## src/rtl/ssq_pkg.sv

```systemverilog
// Package: shared state encoding and request indices for the stack sequencer.
// Assumes a byte-wide bus and one memory access per sequencer state.
package ssq_pkg;

    // Sequencer states: each non-idle state is exactly one memory access.
    typedef enum logic [3:0] {
        ST_IDLE,
        ST_WR_PCH,
        ST_WR_PCL,
        ST_WR_PSW,
        ST_RD_VLO,
        ST_RD_VHI,
        ST_RD_PSW,
        ST_RD_PCL,
        ST_RD_PCH,
        ST_WR_BYTE,
        ST_RD_BYTE
    } ssq_state_e;

    // Request slots, lowest index has highest priority.
    localparam int RQ_NMI   = 0;
    localparam int RQ_IRQ   = 1;
    localparam int RQ_BRK   = 2;
    localparam int RQ_RTI   = 3;
    localparam int RQ_CALL  = 4;
    localparam int RQ_RET   = 5;
    localparam int RQ_PUSH  = 6;
    localparam int RQ_PULL  = 7;
    localparam int RQ_COUNT = 8;

    // True for states that store a byte on the stack.
    function automatic logic is_stack_write(input ssq_state_e s);
        return (s == ST_WR_PCH) || (s == ST_WR_PCL) ||
               (s == ST_WR_PSW) || (s == ST_WR_BYTE);
    endfunction

    // True for states that fetch a byte from the stack.
    function automatic logic is_stack_read(input ssq_state_e s);
        return (s == ST_RD_PSW) || (s == ST_RD_PCL) ||
               (s == ST_RD_PCH) || (s == ST_RD_BYTE);
    endfunction

    // True for states that fetch a vector byte.
    function automatic logic is_vector_read(input ssq_state_e s);
        return (s == ST_RD_VLO) || (s == ST_RD_VHI);
    endfunction

endpackage

```

## src/rtl/ssq_arbiter.sv

```systemverilog
// Module: fixed-priority request selector.
// Produces a one-hot grant; index 0 wins. Purely combinational.
module ssq_arbiter #(
    parameter int N = 8
) (
    input  logic [N-1:0] req,
    output logic [N-1:0] grant,
    output logic         any
);

    // One grant bit per slot, blocked by any higher-priority request.
    for (genvar i = 0; i < N; i++) begin : g_pri
        if (i == 0) begin : g_top
            assign grant[i] = req[i];
        end else begin : g_rest
            assign grant[i] = req[i] & ~(|req[i-1:0]);
        end
    end

    // Any request present.
    assign any = |req;

endmodule

```

## src/rtl/ssq_stack_ptr.sv

```systemverilog
// Module: stack pointer register.
// Decrements after a stack write, increments for a stack read, wraps
// freely in both directions. Also offers pointer+1 as the read address.
module ssq_stack_ptr #(
    parameter int              SP_W   = 8,
    parameter logic [SP_W-1:0] SP_RST = '1
) (
    input  logic            clk,
    input  logic            rst_n,
    input  logic            dec,
    input  logic            inc,
    output logic [SP_W-1:0] sp,
    output logic [SP_W-1:0] sp_up
);

    // Pointer + 1, used as the address of a pull (increment then read).
    assign sp_up = sp + SP_W'(1);

    // Register update: write moves down, read moves up, modulo the page.
    always_ff @(posedge clk) begin
        if (!rst_n) begin
            sp <= SP_RST;
        end else if (dec) begin
            sp <= sp - SP_W'(1);
        end else if (inc) begin
            sp <= sp_up;
        end
    end

endmodule

```

## src/rtl/ssq_bus_mux.sv

```systemverilog
// Module: memory bus driver for the stack sequencer.
// Maps the current state to address, write data and strobes. Assumes the
// program counter is exactly two data bytes wide.
module ssq_bus_mux
    import ssq_pkg::*;
#(
    parameter int                 AW         = 16,
    parameter int                 DW         = 8,
    parameter int                 B_BIT      = 4,
    parameter logic [AW-DW-1:0]   STACK_PAGE = 'h01,
    parameter logic [AW-1:0]      VEC_NMI    = 'hFFFA,
    parameter logic [AW-1:0]      VEC_IRQ    = 'hFFFE
) (
    input  ssq_state_e    state,
    input  logic [DW-1:0] sp,
    input  logic [DW-1:0] sp_up,
    input  logic          vec_nmi,
    input  logic          brk_flag,
    input  logic [AW-1:0] pc,
    input  logic [DW-1:0] psw,
    input  logic [DW-1:0] data,
    output logic [AW-1:0] addr,
    output logic [DW-1:0] wdata,
    output logic          we,
    output logic          re
);

    logic [AW-1:0] vec_base;

    // Vector pair selected by the interrupt source.
    assign vec_base = vec_nmi ? VEC_NMI : VEC_IRQ;

    // Strobes follow the state class.
    assign we = is_stack_write(state);
    assign re = is_stack_read(state) || is_vector_read(state);

    // Address and write data for the access of this cycle.
    always_comb begin
        addr  = {STACK_PAGE, sp};
        wdata = '0;
        case (state)
            ST_WR_PCH:  wdata = pc[AW-1:DW];
            ST_WR_PCL:  wdata = pc[DW-1:0];
            ST_WR_PSW: begin
                wdata        = psw;
                wdata[B_BIT] = brk_flag;
            end
            ST_WR_BYTE: wdata = data;
            ST_RD_VLO:  addr  = vec_base;
            ST_RD_VHI:  addr  = vec_base + AW'(1);
            ST_RD_PSW,
            ST_RD_PCL,
            ST_RD_PCH,
            ST_RD_BYTE: addr  = {STACK_PAGE, sp_up};
            default:    addr  = {STACK_PAGE, sp};
        endcase
    end

endmodule

```

## src/rtl/ssq_stack_seq.sv

```systemverilog
// Module: stack and interrupt entry sequencer (top).
// Accepts one request while idle, runs it as one memory access per cycle
// and pulses done the cycle after the last access. Assumes memory read
// data is valid in the same cycle as the address. Requests that arrive
// while busy are dropped.
module ssq_stack_seq
    import ssq_pkg::*;
#(
    parameter int               AW         = 16,
    parameter int               DW         = 8,
    parameter int               B_BIT      = 4,
    parameter int               I_BIT      = 2,
    parameter logic [AW-DW-1:0] STACK_PAGE = 'h01,
    parameter logic [DW-1:0]    SP_RST     = 'hFF,
    parameter logic [AW-1:0]    VEC_NMI    = 'hFFFA,
    parameter logic [AW-1:0]    VEC_IRQ    = 'hFFFE
) (
    input  logic          clk,
    input  logic          rst_n,
    input  logic          push_req,
    input  logic [DW-1:0] push_data,
    input  logic          pull_req,
    input  logic          brk_req,
    input  logic          irq_req,
    input  logic          nmi_req,
    input  logic          rti_req,
    input  logic          call_req,
    input  logic          ret_req,
    input  logic [AW-1:0] call_target,
    input  logic [AW-1:0] pc_in,
    input  logic [DW-1:0] psw_in,
    input  logic [DW-1:0] mem_rdata,
    output logic [AW-1:0] mem_addr,
    output logic [DW-1:0] mem_wdata,
    output logic          mem_we,
    output logic          mem_re,
    output logic [AW-1:0] pc_out,
    output logic [DW-1:0] psw_out,
    output logic [DW-1:0] pull_data,
    output logic          busy,
    output logic          done
);

    ssq_state_e          state_q;
    logic [AW-1:0]       pc_q;
    logic [AW-1:0]       tgt_q;
    logic [DW-1:0]       psw_q;
    logic [DW-1:0]       data_q;
    logic                brk_q;
    logic                vnmi_q;
    logic                call_q;
    logic                done_q;
    logic [RQ_COUNT-1:0] req_vec;
    logic [RQ_COUNT-1:0] grant;
    logic                req_any;
    logic [DW-1:0]       sp;
    logic [DW-1:0]       sp_up;
    logic                sp_dec;
    logic                sp_inc;

    // Gather requests in priority slots; maskable request gated by I.
    always_comb begin
        req_vec           = '0;
        req_vec[RQ_NMI]   = nmi_req;
        req_vec[RQ_IRQ]   = irq_req & ~psw_in[I_BIT];
        req_vec[RQ_BRK]   = brk_req;
        req_vec[RQ_RTI]   = rti_req;
        req_vec[RQ_CALL]  = call_req;
        req_vec[RQ_RET]   = ret_req;
        req_vec[RQ_PUSH]  = push_req;
        req_vec[RQ_PULL]  = pull_req;
    end

    ssq_arbiter #(
        .N (RQ_COUNT)
    ) u_arb (
        .req   (req_vec),
        .grant (grant),
        .any   (req_any)
    );

    // Pointer moves on every stack access of the current state.
    assign sp_dec = is_stack_write(state_q);
    assign sp_inc = is_stack_read(state_q);

    ssq_stack_ptr #(
        .SP_W   (DW),
        .SP_RST (SP_RST)
    ) u_sp (
        .clk   (clk),
        .rst_n (rst_n),
        .dec   (sp_dec),
        .inc   (sp_inc),
        .sp    (sp),
        .sp_up (sp_up)
    );

    ssq_bus_mux #(
        .AW         (AW),
        .DW         (DW),
        .B_BIT      (B_BIT),
        .STACK_PAGE (STACK_PAGE),
        .VEC_NMI    (VEC_NMI),
        .VEC_IRQ    (VEC_IRQ)
    ) u_bus (
        .state    (state_q),
        .sp       (sp),
        .sp_up    (sp_up),
        .vec_nmi  (vnmi_q),
        .brk_flag (brk_q),
        .pc       (pc_q),
        .psw      (psw_q),
        .data     (data_q),
        .addr     (mem_addr),
        .wdata    (mem_wdata),
        .we       (mem_we),
        .re       (mem_re)
    );

    // Sequencer: request acceptance, state stepping and result capture.
    always_ff @(posedge clk) begin
        if (!rst_n) begin
            state_q <= ST_IDLE;
            pc_q    <= '0;
            tgt_q   <= '0;
            psw_q   <= '0;
            data_q  <= '0;
            brk_q   <= 1'b0;
            vnmi_q  <= 1'b0;
            call_q  <= 1'b0;
            done_q  <= 1'b0;
        end else begin
            done_q <= 1'b0;
            case (state_q)
                ST_IDLE: begin
                    if (req_any) begin
                        pc_q   <= pc_in;
                        psw_q  <= psw_in;
                        tgt_q  <= call_target;
                        brk_q  <= grant[RQ_BRK];
                        vnmi_q <= grant[RQ_NMI];
                        call_q <= grant[RQ_CALL];
                    end
                    if (grant[RQ_NMI] || grant[RQ_IRQ] || grant[RQ_BRK] ||
                        grant[RQ_CALL]) begin
                        state_q <= ST_WR_PCH;
                    end else if (grant[RQ_RTI]) begin
                        state_q <= ST_RD_PSW;
                    end else if (grant[RQ_RET]) begin
                        state_q <= ST_RD_PCL;
                    end else if (grant[RQ_PUSH]) begin
                        data_q  <= push_data;
                        state_q <= ST_WR_BYTE;
                    end else if (grant[RQ_PULL]) begin
                        state_q <= ST_RD_BYTE;
                    end
                end
                ST_WR_PCH: state_q <= ST_WR_PCL;
                ST_WR_PCL: begin
                    if (call_q) begin
                        pc_q    <= tgt_q;
                        done_q  <= 1'b1;
                        state_q <= ST_IDLE;
                    end else begin
                        state_q <= ST_WR_PSW;
                    end
                end
                ST_WR_PSW: begin
                    psw_q[I_BIT] <= 1'b1;
                    state_q      <= ST_RD_VLO;
                end
                ST_RD_VLO: begin
                    pc_q[DW-1:0] <= mem_rdata;
                    state_q      <= ST_RD_VHI;
                end
                ST_RD_VHI: begin
                    pc_q[AW-1:DW] <= mem_rdata;
                    done_q        <= 1'b1;
                    state_q       <= ST_IDLE;
                end
                ST_RD_PSW: begin
                    psw_q   <= mem_rdata;
                    state_q <= ST_RD_PCL;
                end
                ST_RD_PCL: begin
                    pc_q[DW-1:0] <= mem_rdata;
                    state_q      <= ST_RD_PCH;
                end
                ST_RD_PCH: begin
                    pc_q[AW-1:DW] <= mem_rdata;
                    done_q        <= 1'b1;
                    state_q       <= ST_IDLE;
                end
                ST_WR_BYTE: begin
                    done_q  <= 1'b1;
                    state_q <= ST_IDLE;
                end
                ST_RD_BYTE: begin
                    data_q  <= mem_rdata;
                    done_q  <= 1'b1;
                    state_q <= ST_IDLE;
                end
                default: state_q <= ST_IDLE;
            endcase
        end
    end

    // Results and handshake outputs.
    assign pc_out    = pc_q;
    assign psw_out   = psw_q;
    assign pull_data = data_q;
    assign busy      = (state_q != ST_IDLE);
    assign done      = done_q;

endmodule

```

## config.mk

```make
export PLATFORM = sky130hd
export DESIGN_NAME = ssq_stack_seq
export DESIGN_NICKNAME = d
export VERILOG_FILES = /design/src/rtl/ssq_pkg.sv /design/src/rtl/ssq_arbiter.sv /design/src/rtl/ssq_stack_ptr.sv /design/src/rtl/ssq_bus_mux.sv /design/src/rtl/ssq_stack_seq.sv
export SDC_FILE = /design/constraint.sdc
export NUM_CORES = 1
export LEC_CHECK = 0
export BUFFER_PORTS_ARGS = -buffer_cell sky130_fd_sc_hd__buf_2
export CORE_AREA = 4 4 109 111
export DETAILED_ROUTE_END_ITERATION = 8
export DIE_AREA = 0 0 113 115
export MAX_ROUTING_LAYER = met4
export PLACE_DENSITY_LB_ADDON = 0.12
export SETUP_SLACK_MARGIN = 0.4
export SYNTH_ARGS = -nofsm -noshare
export SYNTH_HDL_FRONTEND = slang
export SYNTH_SLANG_ARGS = --single-unit
```

## constraint.sdc

```tcl
create_clock -name clk -period 5.5 [get_ports clk]
set_clock_uncertainty 0.15 [all_clocks]
set_input_delay 0.55 -clock clk [delete_from_list [all_inputs] [get_ports clk]]
set_output_delay 0.55 -clock clk [all_outputs]
set_load 0.05 [all_outputs]
```

==> flow_summary.yaml, run 1 <==
clocking:
  post_cts_buffers: 0
  hold_buffers: 0
  clk_pin_slew_worst_paths_ns: 0.07
  cts_buffers: 9
  clock-sinks: 64
  htree_levels: 3
  clk_latency_ns: 0.34
  cts_tree: "yes"
  post_cts_resized: 0
  cts_root_buffer: "clkbuf_8"
  cts_buffer_depth: 2
yosys:
  synth_area_per_cell_um2: 8.18
  netlist_area_um2: 3760
  synth-seq-cells: 64
  yosysWarnings: 0
  ys_seq_area_share_pct: 34.1
  synth_flop_cell: "dfxtp_1"
  synthArstFlopShare_pct: 0
  synth-edff-count: 0
  yosysUniqueCellTypes: 63
  syn_nets: 528
  synth_cells: 460
setup_path:
  rr_worst_depth: 5
  crit_chain: "nor2b_1, a21oi_1, inv_1, and2_1, xnor2_1, nand2_1, buf_2"
  worst_setup_path_end_kind: "primary output"
  critPathMaxFanout: 28
  path_class: "reg2out"
  required_ns: 4.80
  cp_slowest_stage_delay_ns: 1.00
  cp.arrival_ns: 2.94
  critPathSlowestCell: "dfxtp_1"
  worst_setup_path_start_kind: "flop"
routing:
  vias: 3811
  route.detailed.drc: 0
  ant_nets: 0
  viasPerCell: 5.44
  wl_per_cell_um: 17.9
  postRouteWirelength_mm: 12.5
  dr.first_iter.drc_count: 245
  dr.pass1.iters: 5
die:
  dieArea_um2: 13000
  fp-row-count: 38
  io_pins: 126
  core-area_um2: 10800
  initial_utilization_pct: 34.8
  die_y_um: 115
  die-width_um: 113
layout:
  fillers: 1111
  regArea_um2: 1280
  final_nets: 623
  multi_input_comb_area_um2: 2240
  final_cells: 700
  drive_above_1_share_pct: 27.7
  antenna_cells: 0
  area_delta_synth_final_pct: 21.2
global_route:
  grt_pass1_wl_mm: 19.7
  grt_pass1_vias: 3692
  grt_overflow_total: 0
  grt_start_max_net_pins: 60
  grt_use_total_pct: 19.8
  antenna_found_initial: 0
worst_hold_path:
  hold_depth: 3
  min_path_type: "in2reg"
sta:
  setup_violations: 0
  grt_setup_unrepaired: "no"
  post-route-worst-setup-slack_ns: 1.86
  max_freq_ghz: 0.275
  post-route-period-util_pct: 66.2
  setup_tns_ns: 0
  slew_headroom_pct: 22.8
  hold_viol: 0
  maxSlewViolCount: 0
  worstMarginPinSlew_ns: 1.16
  period_needed_ns: 3.64
pwr:
  p_per_area_nw_per_um2: 593
  power_leakage_nw: 2.09
  peakVddDrop_v: 0.000355
outcome:
  run_status: "completed"
place:
  io_buffers: 124
  dp_hpwl_mm: 9.09
  placed_cells: 684
  pre_cts_ws_ns: 2.23
  gp_congestion: 0.847
job:
  drv_cap: 0
-- sequential cells by signal (all words and copies together) (netlist names), 4 cells and up --
register and cells:
pull_data 8, psw_out 8, state_q 4, u_sp.sp 8
pc_out 16, tgt_q 16
-- cells in the final DEF, fill, tap and decap left out, types with 3 or more instances in the layout --
master / count
dfxtp_1: 64
nand3b_1: 3
o211a_1: 17
nand2_1: 79
nand2b_1: 6
o21ai_0: 26
a32oi_1: 10
o21ai_1: 5
a22oi_1: 25
inv_1: 7
buf_2: 124
nor2b_1: 8
clkbuf_8: 10
and3_1: 3
nand3_1: 25
xnor2_1: 6
xor2_1: 4
nor3_1: 3
a31oi_1: 9
o22ai_1: 3
mux2i_1: 17
a21boi_1: 4
a2111oi_0: 3
or3_1: 5
a21boi_0: 17
a21oi_1: 13
nor2_1: 16
-- logic make-up (layout without fill, tap and decap cells) --
logic type / count (synthesis) / in the layout / share of synthesized area, %
simple gates: 161 / 161 / 21.0
compound gates: 154 / 154 / 30.4
flops: 64 / 64 / 34.1
buf+inv: 50 / 150 / 6.62
mux: 18 / 18 / 4.82
xor+xnor: 10 / 10 / 2.33
fa+ha+maj: 2 / 2 / 0.665
other cells: 1 / 1 / 0.0997
-- metal layers --
| layer | wire, um | up-vias | GRT usage [%] |
|---|---|---|---|
| met5 | 0 | - | - |
| met4 | 224 | 0 | 6.41 |
| met3 | 680 | 19 | 3.32 |
| met2 | 6190 | 132 | 32.8 |
| met1 | 5450 | 1790 | 24.5 |
| li1 | - | 1870 | - |
-- cells in the mapped netlist (9+ instances only) --
| master | count | area share, % |
|---|---|---|
| a31oi_1 | 9 | 1.5 |
| nor2_1 | 16 | 1.6 |
| mux2i_1 | 17 | 4.5 |
| buf_4 | 10 | 2.0 |
| a21oi_1 | 13 | 1.7 |
| nand2_1 | 79 | 7.9 |
| o21ai_0 | 26 | 3.5 |
| o211a_1 | 17 | 4.5 |
| nand3_1 | 25 | 3.3 |
| buf_2 | 13 | 1.7 |
| a22oi_1 | 25 | 5.0 |
| clkbuf_1 | 13 | 1.3 |
| dfxtp_1 | 64 | 34 |
| a21boi_0 | 17 | 3.4 |
| a32oi_1 | 10 | 2.3 |
-- stage by stage --
| step | instance area (um2) | utilization [%] | hold slack [ns] | power, W |
|---|---|---|---|---|
| after global routing | 4560 | 42.2 | 0.299 | 0.00288 |
| after floorplan | 3760 | - | 0.280 | 0.00195 |
| final | 4560 | 42.2 | 0.309 | 0.00271 |
| after CTS | 4560 | 42.2 | 0.291 | 0.00272 |
| after global placement | 4360 | 40.4 | 0.298 | 0.00229 |
| after detailed placement | 4360 | 40.4 | 0.304 | 0.00231 |
-- area by class of cell --
class	instances	share of cell area (%)
tap	140	3.84
multi-input combinational	346	49.1
clock buffer	11	3.10
sequential	64	28.1
timing repair buffer	126	13.9
clock inverter	5	1.23
inverter	8	0.659
-- power by group --
part | switching (W) | leakage [nW] | internal, W | total [W]
registers | 0.000165 | 0.526 | 0.000600 | 0.000764
logic | 0.00109 | 1.47 | 0.000436 | 0.00153
clock network | 0.000190 | 0.0993 | 0.000221 | 0.000411
-- worst max-delay path: cells and delay by family (launching register included) --
kind	cells	cell delay [ns]
buf+inv	2	0.42
simple gates	3	0.67
flops	1	1.00
compound gates	1	0.40
xor+xnor	1	0.12
-- worst paths after layout --
path | slack (ns) | endpoint | from
worst max-delay path | 1.86 | mem_addr[6] | state_q[3]
worst min-delay path | 0.31 | tgt_q[11] | call_target[11]
worst max register to register | 2.40 | pc_out[3] | state_q[0]
worst min register to register | 0.31 | tgt_q[14] | tgt_q[14]
Power figures use the tool's default switching activity.
==> inputs of run 2 (changes only) <==
==> constraint.sdc (replaced) <==
create_clock -name clk -period 3.41 [get_ports clk]
set_clock_uncertainty 0.15 [all_clocks]
set_input_delay 0.341 -clock clk [delete_from_list [all_inputs] [get_ports clk]]
set_output_delay 0.341 -clock clk [all_outputs]
set_load 0.05 [all_outputs]
==> run 2 against run 1 <==
  * Sequential share of layout area fell by 0.30 points
  * Global-route usage increased by 0.28 points
  * Count of clock-buffer cells in the layout shrank 1
  * Worst setup slack worse by 1.3 ns
  * Core utilization up 0.58 points
  * First-iteration DRC count down 22%
  * Clock power grew 39%
  * Sequential power grew 61%
  * Non-clock buffer count up 12
  * Largest power group unchanged
  * Highest routed layer unchanged
==> flow_summary.yaml, run 2 (synthesis gave the netlist of run 1 again) <==
global_route:
  grt_overflow_total: 0
  grt_pass1_vias: 3747
  grt_pass1_wl_mm: 19.9
  grt_use_total_pct: 20.0
  grt_start_max_net_pins: 33
  antenna_found_initial: 0
outcome:
  run_status: "completed"
routing:
  viasPerCell: 5.44
  dr.pass1.iters: 5
  postRouteWirelength_mm: 12.8
  routed-wl-met2_mm: 6.40
  dr.first_iter.drc_count: 192
  vias: 3861
  top_layer_used: "met4"
  wl_met3_um: 760
  route.detailed.drc: 0
  wl_per_cell_um: 18.0
  wl_met1_mm: 5.51
  ant_nets: 0
layout:
  final_common_cell: "buf_2"
  final_cell_mix: "buf_2 (124), nand2_1 (79), dfxtp_1 (61)"
  area_delta_synth_final_pct: 22.9
  drive_above_1_share_pct: 29.8
  utilization_pct: 42.8
  final_cells: 710
  antenna_cells: 0
  final_nets: 635
clocking:
  clk_pin_slew_worst_paths_ns: 0.07
  clock-sinks: 64
  htree_levels: 3
  post_cts_buffers: 0
  clk_latency_ns: 0.35
  cts_buffers: 9
  cts_tree: "yes"
  cts_buffer_depth: 2
  cts_root_buffer: "clkbuf_8"
sta:
  slew_headroom_pct: 41.2
  hold_viol: 0
  post-route-period-util_pct: 84.4
  max_freq_ghz: 0.348
  grt_setup_unrepaired: "yes"
  maxSlewViolCount: 0
  setup_violations: 0
  setup_tns_ns: 0
  whs_ns: 0.0836
  worstMarginPinSlew_ns: 0.873
  period_needed_ns: 2.88
worst_hold_path:
  min_path_type: "in2reg"
place:
  io_buffers: 124
  gp_congestion: 0.844
  dp_hpwl_mm: 9.42
  placed_cells: 696
die:
  initial_utilization_pct: 34.8
  io_pins: 126
  dieArea_um2: 13000
  core-area_um2: 10800
  fp-row-count: 38
  die_y_um: 115
  die-width_um: 113
setup_path:
  required_ns: 2.92
  worst_setup_path_end_kind: "primary output"
  path_class: "reg2out"
  cp.arrival_ns: 2.39
  worst_setup_path_start_kind: "flop"
  critPathMaxFanout: 26
pwr:
  p_total_w: 0.00439
  p_sw_w: 0.00236
  clockPowerShare_pct: 13.0
  peakVddDrop_v: 0.000463
  p_per_area_nw_per_um2: 949
  p_comb_share_pct: 58.8
  intPower_w: 0.00202
  p_sw_share_pct: 53.9
  power_leakage_nw: 2.14
  p_seq_share_pct: 28.1
job:
  drv_cap: 0
[run 2: cell types whose count changed in the layout (fill, tap and decap cells not counted), sizes merged]
| cell | change |
|---|---|
| bufinv | -1 |
| clkbuf | -1 |
| buf | +12 |
[run 2: final cells by class]
| cell class | instances | area, um2 |
|---|---|---|
| inverter | 8 | 30.0 |
| clock inverter | 4 | 22.5 |
| multi-input combinational | 346 | 2250 |
| timing repair buffer | 138 | 726 |
| clock buffer | 10 | 138 |
| tap | 140 | 175 |
| sequential | 64 | 1280 |
| fill | 1089 | 6170 |
[run 2: final timing paths]
| path | start | endpoint | slack, ns | cells past startpoint |
|---|---|---|---|---|
| worst min register to register | vnmi_q | vnmi_q | 0.31 | 2 |
| worst max-delay path | state_q[1] | mem_wdata[5] | 0.53 | 6 |
| worst min-delay path | call_target[15] | tgt_q[15] | 0.08 | 3 |
| worst max register to register | state_q[1] | pc_out[9] | 0.89 | 6 |
[run 2: worst max-delay path, stage by stage, from the launching register on]
cell and delay [ns]:
dfxtp_1 0.61, buf_4 0.28, nor4b_4 0.20, buf_4 0.32, a22oi_1 0.17, o21ai_0 0.13
buf_2 0.31
[run 2: power groups by stage]
stage	Combinational, W	Clock (W)	Sequential (W)
5_1_grt	0.00277	0.000613	0.00126
3_5_place_dp	0.00258	0	0.00124
2_1_floorplan	0.00164	0	0.00152
4_1_cts	0.00259	0.000584	0.00123
6_report	0.00258	0.000572	0.00123
3_3_place_gp	0.00257	0	0.00124
[run 2: timing repair]
item	4_1_cts	5_1_grt
endpoints found under the setup margin	3	8
resized for setup	1	2
pin swaps	0	0
hold buffers	0	0
[run 2: layer usage]
layer	up-vias	track usage [%]
li1	1892	-
met1	1828	24.5
met2	130	33.4
met3	11	4.16
met4	0	6.09
met5	-	-
[run 2: per-stage QoR]
stage          worst slack, ns  instance area [um2]
2_1_floorplan            0.499                 3770
3_3_place_gp             0.757                 4460
3_5_place_dp             0.638                 4460
4_1_cts                  0.473                 4620
5_1_grt                  0.332                 4620
6_report                 0.532                 4620
==> inputs of run 3 (changes only) <==
==> constraint.sdc (replaced) <==
create_clock -name clk -period 2.52 [get_ports clk]
set_clock_uncertainty 0.15 [all_clocks]
set_input_delay 0.252 -clock clk [delete_from_list [all_inputs] [get_ports clk]]
set_output_delay 0.252 -clock clk [all_outputs]
set_load 0.05 [all_outputs]
==> run 3 against run 2 <==
  * Hold slack lost 0.064 ns
  * Critical path depth down 1
  * First-iteration DRC count increased by 47%
  * Count of clock-buffer cells in the layout unchanged
  * Flip-flop and latch count stayed put
  * Via count increased by 2.6%
  * Worst setup slack worse by 0.27 ns
  * Highest routed layer unchanged
==> flow_summary.yaml, run 3 (synthesis gave the netlist of run 1 again) <==
place:
  io_buffers: 124
  gp_congestion: 0.877
  dp_hpwl_mm: 9.61
  post_dp_cell_area_um2: 4710
global_route:
  grt_use_total_pct: 20.8
  grt_overflow_total: 0
  grt_start_max_net_pins: 28
  grt_pass1_vias: 3873
  grt_pass1_wl_mm: 20.7
  antenna_found_initial: 0
clocking:
  cts_buffers: 9
  cts_tree: "yes"
  htree_levels: 3
  cts_root_buffer: "clkbuf_8"
  cts_buffer_depth: 2
  clock-sinks: 64
  clk_pin_slew_worst_paths_ns: 0.08
  clk_latency_ns: 0.36
pwr:
  power_leakage_nw: 2.45
  peakVddDrop_v: 0.000564
  p_per_area_nw_per_um2: 1260
setup_path:
  endpoint: "mem_addr[7]"
  cp.arrival_ns: 1.86
  worst_setup_path_end_kind: "primary output"
  crit_chain: "or3b_4, and2_4, o211a_1, o21ai_4, buf_8"
  reg2reg_to: "pc_out[4]"
  cp_slowest_stage_delay_ns: 0.42
  ff2ff_setup_slack_ns: 0.52
  worst_setup_path_start_kind: "flop"
  rr_worst_depth: 8
  timing.rr.start: "state_q[0]"
  critPathSlowestCell: "or3b_4"
  path_class: "reg2out"
  critPathLaunch: "state_q[0]"
  required_ns: 2.12
  critPathMaxFanout: 6
sta:
  slew_headroom_pct: 55.9
  maxSlewViolCount: 0
  hold_viol: 0
  post-route-period-util_pct: 89.8
  whs_ns: 0.0199
  setup_violations: 0
  worstMarginPinSlew_ns: 0.657
  period_needed_ns: 2.26
  max_freq_ghz: 0.442
  grt_setup_unrepaired: "yes"
  setup_tns_ns: 0
layout:
  antenna_cells: 0
  stdcell_area_um2: 5520
  final_cell_mix: "buf_2 (100), nand2_1 (76), dfxtp_1 (55)"
  area_delta_synth_final_pct: 46.7
  drive_above_1_share_pct: 38.0
  utilization_pct: 51.1
  final_common_cell: "buf_2"
  final_nets: 676
die:
  dieArea_um2: 13000
  core-area_um2: 10800
  die_y_um: 115
  die-width_um: 113
  initial_utilization_pct: 34.8
  io_pins: 126
  fp-row-count: 38
routing:
  route.detailed.drc: 0
  dr.pass1.iters: 5
  viasPerCell: 5.26
  wl_per_cell_um: 17.5
  dr.first_iter.drc_count: 282
  postRouteWirelength_mm: 13.2
  ant_nets: 0
  vias: 3961
job:
  drv_cap: 0
worst_hold_path:
  min_path_type: "in2reg"
outcome:
  run_status: "completed"
## run 3: changes by cell type in the layout (fill, tap and decap cells not counted), moves of 4 or more
cell,change
buf_4,+16
buf_2,-24
o21ai_4,+4
dfxtp_1,-6
dlygate4sd3_1,+20
buf_6,+22
o21ai_2,+6
dfxtp_4,+5
o21ai_0,-10
buf_12,+4
## run 3: final cells by class
cell class / count / area [um2]
multi-input cells: 346 / 2450
repair buffers: 179 / 1300
clock buffers: 10 / 138
clock inverters: 6 / 115
well taps: 140 / 175
fillers: 1041 / 5280
flip-flops and latches: 64 / 1310
inverters: 8 / 36.3
## run 3: repair_timing
action / CTS / global route
resized for setup: 80 / 10
setup buffers: 8 / 1
gates cloned: 0 / 0
endpoints found under the hold margin: 20 / 0
endpoints found under the setup margin: 44 / 37
hold buffers: 20 / 0
pin swaps: 4 / 2
## run 3: critical path: cells and delay by family (launching register included)
kind                   cells  cell delay (ns)
buffers and inverters      1             0.16
AO/OA/AOI/OAI              2             0.38
flip-flops                 1             0.35
AND/OR/NAND/NOR            2             0.63
## run 3: layer usage
metal	vias up	track usage, %	wire length [um]
met2	134	29.3	5710
li1	1977	-	-
met1	1833	29.8	6470
met3	17	3.58	803
met4	0	7.05	179
met5	-	-	0
## run 3: how the worst min path moves through the flow
stage,slack [ns],from,to,cells past startpoint
after global routing,0.02,psw_in[6],psw_out[6],3
after CTS,0.0005,pc_in[8],pc_out[8],3
final,0.02,pc_in[8],pc_out[8],3
after detailed placement,0.31,tgt_q[13],tgt_q[13],2
after floorplan,0.21,mem_rdata[0],psw_out[0],2
after global placement,0.30,tgt_q[5],tgt_q[5],2
## run 3: report_power, final
group,total (W),switching (W),internal (W)
registers,0.00162,0.000298,0.00133
clock network,0.00113,0.000440,0.000689
logic,0.00418,0.00268,0.00150
total,0.00693,0.00342,0.00351
## run 3: metrics by stage
stage / total power, W / setup slack, ns / std cells
2_1_floorplan: 0.00447 / 0.247 / 460
3_3_place_gp: 0.00536 / 0.314 / 708
3_5_place_dp: 0.00538 / 0.282 / 708
4_1_cts: 0.00690 / 0.250 / 752
5_1_grt: 0.00736 / 0.184 / 753
6_report: 0.00693 / 0.258 / 753
